`src/rtl/txn_line_tracker.sv`:
```
module txn_line_tracker #(
  parameter int ENTRIES   = 64,
  parameter int ADDR_W    = 32,
  parameter int LINE_BITS = 7
) (
  input  logic              clk,
  input  logic              rst_n,
  input  logic              txn_begin,
  input  logic              txn_commit,
  input  logic              txn_abort_cmd,
  input  logic              rollback_only,
  input  logic              acc_valid,
  input  logic              acc_is_store,
  input  logic [ADDR_W-1:0] acc_addr,
  input  logic              snp_valid,
  input  logic              snp_is_store,
  input  logic              snp_is_txn,
  input  logic [ADDR_W-1:0] snp_addr,
  output logic              abort_pulse,
  output logic [1:0]        abort_reason,
  output logic              abort_persistent,
  output logic              busy
);
  localparam int TAG_W = ADDR_W - LINE_BITS;
  localparam int IDX_W = (ENTRIES > 1) ? $clog2(ENTRIES) : 1;

  logic [TAG_W-1:0]   tag_q [ENTRIES];
  logic [ENTRIES-1:0] vld_q, rd_q, wr_q;
  logic               active_q, rb_q;
  logic               abort_q, pers_q;
  logic [1:0]         reason_q;

  logic [TAG_W-1:0]   acc_tag, snp_tag;
  logic [ENTRIES-1:0] acc_hit, snp_hit;
  logic [IDX_W-1:0]   free_idx;
  logic               conflict, overflow, alloc, full;

  assign acc_tag = acc_addr[ADDR_W-1:LINE_BITS];
  assign snp_tag = snp_addr[ADDR_W-1:LINE_BITS];

  always_comb begin
    acc_hit  = '0;
    snp_hit  = '0;
    free_idx = '0;
    for (int i = ENTRIES - 1; i >= 0; i--) begin
      acc_hit[i] = vld_q[i] && (tag_q[i] == acc_tag);
      snp_hit[i] = vld_q[i] && (tag_q[i] == snp_tag);
      if (!vld_q[i]) free_idx = IDX_W'(i);
    end
  end

  assign full     = &vld_q;
  assign conflict = active_q && snp_valid && !rb_q &&
                    |(snp_hit & (wr_q | {ENTRIES{snp_is_store}}));
  assign overflow = active_q && acc_valid && !conflict && !(|acc_hit) && full;
  assign alloc    = active_q && acc_valid && !conflict && !(|acc_hit) && !full;

  always_ff @(posedge clk or negedge rst_n) begin
    if (!rst_n) begin
      vld_q    <= '0;
      rd_q     <= '0;
      wr_q     <= '0;
      active_q <= 1'b0;
      rb_q     <= 1'b0;
      abort_q  <= 1'b0;
      reason_q <= 2'd0;
      pers_q   <= 1'b0;
    end else begin
      abort_q  <= 1'b0;
      reason_q <= 2'd0;
      pers_q   <= 1'b0;
      if (txn_commit || txn_abort_cmd) begin
        vld_q    <= '0;
        active_q <= 1'b0;
      end else if (txn_begin) begin
        vld_q    <= '0;
        active_q <= 1'b1;
        rb_q     <= rollback_only;
      end else if (conflict || overflow) begin
        vld_q    <= '0;
        active_q <= 1'b0;
        abort_q  <= 1'b1;
        reason_q <= overflow ? 2'd1 : (snp_is_txn ? 2'd2 : 2'd3);
        pers_q   <= overflow;
      end else if (active_q && acc_valid) begin
        if (alloc) begin
          vld_q[free_idx] <= 1'b1;
          rd_q[free_idx]  <= !acc_is_store;
          wr_q[free_idx]  <= acc_is_store;
        end else begin
          rd_q <= rd_q | (acc_hit & {ENTRIES{!acc_is_store}});
          wr_q <= wr_q | (acc_hit & {ENTRIES{acc_is_store}});
        end
      end
    end
  end

  always_ff @(posedge clk) begin
    if (alloc) tag_q[free_idx] <= acc_tag;
  end

  assign abort_pulse      = abort_q;
  assign abort_reason     = reason_q;
  assign abort_persistent = pers_q;
  assign busy             = active_q;
endmodule

```
`config.mk`:
```
export PLATFORM = sky130hd
export DESIGN_NAME = txn_line_tracker
export DESIGN_NICKNAME = d
export VERILOG_FILES = /design/src/rtl/txn_line_tracker.sv
export SDC_FILE = /design/constraint.sdc
export NUM_CORES = 2
export LEC_CHECK = 0
export BUFFER_PORTS_ARGS = -buffer_cell sky130_fd_sc_hd__buf_2
export CORE_MARGIN = 2
export CORE_UTILIZATION = 45
export CTS_BUF_LIST = sky130_fd_sc_hd__clkbuf_4
export DETAILED_ROUTE_END_ITERATION = 10
export PLACE_DENSITY = 0.61
export SLEW_MARGIN = 40
export SYNTH_ARGS = -nofsm -noshare
export SYNTH_HDL_FRONTEND = slang
export SYNTH_SLANG_ARGS = --single-unit
export TNS_END_PERCENT = 30
```
`constraint.sdc`:
```
create_clock -name clk -period 6.9 [get_ports clk]
set_input_delay 0.69 -clock clk [delete_from_list [all_inputs] [get_ports clk]]
set_output_delay 0.69 -clock clk [all_outputs]
set_load 0.01 [all_outputs]
```
==> results.py <==
metrics = {
    "status": {
        "outcome": "completed",
    },
    "setup_path": {
        "crit_fanout": 50,
        "path_buf_inv": 3,
        "end_kind": "flop",
        "crit_path_start_kind": "flop",
        "slowest_stage": "or4_1",
        "critPathTopFamily": "simple AND/OR/NAND/NOR gates",
        "worstPathCellList": "xnor2_1 > nand4_1 > nor3_1 > a22oi_1 > nand4_1 > or4_1 > o31a_1 > or4b_4 > buf_12 > buf_4 > nor3_2 > buf_12",
        "worstPathRequired_ps": 8080,
        "path_class": "flop to flop",
        "slowest_delay_ps": 670,
        "critPathArrivalTime_ps": 6340,
    },
    "power": {
        "vdd_drop_max_mv": 0.169,
        "seq_power_share_pct": 49.2,
        "p_sw_share_pct": 27.0,
        "power_switching_mw": 6.29,
        "p_clk_share_pct": 40.0,
        "p_int_mw": 17.0,
        "p_per_area_nw_per_um2": 218,
        "p_leak_nw": 34.5,
        "power_frac_comb_pct": 10.8,
    },
    "route": {
        "vias": 67929,
        "drc_errors": 0,
        "antenna_left": 0,
        "wl_per_cell_um": 34.4,
        "drt_iter0_drc": 9549,
        "firstDrtPassIters": 8,
        "via_per_inst": 6.18,
        "finalWirelength_mm": 378,
    },
    "cts": {
        "cts_max_level": 5,
        "cts-root-buf": "clkbuf_4",
        "cts_buffers": 473,
        "clkSlewWorstSetupHoldPaths_ps": 60,
        "cts.sinks": 1734,
        "worst_skew_pair.late_latency_ps": 1510,
        "cts_tree": "done",
        "cts_max_path_buffers": 4,
        "cts_resized": 0,
    },
    "floorplan": {
        "rows": 166,
        "coreArea_um2": 205000,
        "die-height_um": 459,
        "fp.dieArea_um2": 210000,
        "die_w_um": 459,
        "io_pins": 80,
        "initial_core_util_pct": 45.4,
    },
    "global_route": {
        "grt_pass1_vias": 66258,
        "antenna_found_initial": 12,
        "grt_first_pass_wirelength_mm": 520,
        "grt_start_max_net_pins": 56,
        "grt_overflow": 0,
        "grt_use_total_pct": 35.2,
    },
    "timing": {
        "finClkSkew_ps": 134,
        "relSlewSlack_pct": 35.7,
        "drv_slew": 0,
        "period_needed_ps": 5160,
        "finalSetupViolCount": 0,
        "timing_hold_violations_final": 0,
        "hold_slack_ps": 259,
        "rsz0062_at_grt": "no",
        "max_freq_mhz": 194,
        "fin_crit_sh_pct": 74.8,
        "setup-tns-final_ps": 0,
        "worstMarginPinSlew_ps": 964,
    },
    "placed_design": {
        "port_buffers": 65,
        "gp_congestion": 0.978,
        "dp_hpwl_mm": 251,
    },
    "synth": {
        "synth_edf_count": 1600,
        "seq_area_frac_synth_pct": 55.3,
        "syn_area_um2": 93000,
        "syn_nets": 7235,
        "synth-async-reset-ratio_pct": 7.73,
        "syn_avg_cell_area_um2": 13.0,
        "synth_cells": 7160,
        "synth_ff_type": "edfxtp_1",
        "yosysUniqueCellTypes": 64,
        "synth-seq-cells": 1734,
        "ys_warn_count": 0,
    },
    "finish": {
        "fillerInstances": 17669,
        "drive_gt1_share_pct": 17.7,
        "final_util_pct": 52.2,
        "multi_input_area_um2": 39100,
        "final_common_cell": "xnor2_1",
        "final_cell_mix": "xnor2_1, edfxtp_1, xor2_1",
        "nNetsFinal": 7996,
        "area_growth_pct": 15.0,
        "register_area_um2": 51400,
    },
    "run": {
        "cap_viol_max_count": 0,
    },
    "min_path": {
        "hold_path.class": "input pin to flop",
    },
}
## synthesized netlist by cell type (3+ instances only)
| library cell | number | area share [%] |
|---|---|---|
| a21boi_0 | 4 | 0.032 |
| and2_1 | 6 | 0.040 |
| xnor2_1 | 1918 | 18 |
| o2111ai_1 | 27 | 0.25 |
| o211ai_1 | 44 | 0.36 |
| nor2_1 | 60 | 0.24 |
| a221oi_1 | 3 | 0.028 |
| o21a_1 | 65 | 0.52 |
| or3_1 | 8 | 0.054 |
| o22ai_1 | 22 | 0.15 |
| buf_2 | 188 | 1.0 |
| buf_6 | 72 | 0.87 |
| dfrtp_1 | 134 | 3.6 |
| a21o_1 | 3 | 0.024 |
| o311ai_0 | 3 | 0.028 |
| nand4_1 | 557 | 3.7 |
| buf_4 | 102 | 0.82 |
| a22oi_1 | 18 | 0.15 |
| inv_1 | 28 | 0.11 |
| nor4_1 | 468 | 3.1 |
| o31ai_1 | 7 | 0.056 |
| clkbuf_1 | 45 | 0.18 |
| a21oi_1 | 58 | 0.31 |
| o2bb2ai_1 | 15 | 0.14 |
| o21ai_0 | 38 | 0.20 |
| xor2_1 | 1273 | 12 |
| and3_1 | 8 | 0.054 |
| nand2b_1 | 18 | 0.12 |
| a22o_1 | 3 | 0.028 |
| a31oi_1 | 8 | 0.054 |
| o21bai_1 | 4 | 0.032 |
| nor2b_1 | 25 | 0.17 |
| edfxtp_1 | 1600 | 52 |
| a311oi_1 | 5 | 0.047 |
| nor3_1 | 91 | 0.49 |
| or2_2 | 3 | 0.020 |
| nand2_1 | 140 | 0.56 |
| nand3_1 | 52 | 0.28 |
## final timing paths
kind | startpoint | to | slack [ps] | depth (start not counted)
hold / removal | snp_is_txn | abort_reason[0] | 260 | 4
min in group asynchronous | rst_n | vld_q[27] | 520 | 4
hold reg to reg | wr_q[26] | wr_q[26] | 490 | 1
setup / recovery | tag_q[2][16] | tag_q[34][8] | 1740 | 12
max in group asynchronous | rst_n | vld_q[50] | 5610 | 4
setup reg to reg | tag_q[2][16] | tag_q[34][8] | 1740 | 12
## final cells by class
cell class	instances	area share, %
well taps	2688	3.14
diodes	12	0.0281
multi-input cells	4988	36.6
flip-flops and latches	1734	48.0
repair buffers	696	6.59
clock buffers	706	4.95
clock inverters	139	0.560
inverters	28	0.0983
## power groups by stage
stage / sequential [mW] / clock, mW / combinational (mW)
finish: 11.5 / 9.32 / 2.52
global route: 11.5 / 9.96 / 2.58
CTS: 11.5 / 9.40 / 2.46
detailed placement: 11.7 / 0 / 2.43
global placement: 11.7 / 0 / 2.42
floorplan: 11.7 / 0 / 1.26
## sequential cells by signal, indices dropped and copies added, names as in the netlist
register,cells
abort_persistent,1
abort_reason,2
wr_q,64
abort_pulse,1
rb_q,1
vld_q,64
tag_q,1600
busy,1
## layer usage
metal	wire length (um)	GRT usage, %	part of all wire, %
met3	40700	7.86	11
met5	107	0	0.028
met2	167000	53.5	44
met1	149000	47.5	39
met4	21400	17.8	5.7
## logic make-up after synthesis
kind of cell	count (synthesis)	synth area share [%]
compound gates	346	2.61
xor+xnor	3191	30.0
buf+inv	438	3.03
flops	1734	55.3
mux	1	0.0121
simple gates	1450	9.05
## metrics by stage
step           total power [mW]  setup slack [ps]  std cells  instance area (um^2)
3_5_place_dp               14.1               912      10092                101000
6_report                   23.3              1740      10991                107000
5_1_grt                    24.0              1810      10984                107000
3_3_place_gp               14.1               368      10091                101000
4_1_cts                    23.3              1900      10979                107000
2_1_floorplan              13.0              1200       7160                 93000
## tightest hold or removal path, cell delays in order
cell	delay, ps
dlygate4sd3_1	540
buf_2	110
nor3_1	40
or2_2	270
## repair_timing
item / CTS / global route
hold endpoints to repair: 857 / 0
setup buffers: 0 / 0
hold buffers: 42 / 0
Note: power is estimated with default switching activity, not from simulation.
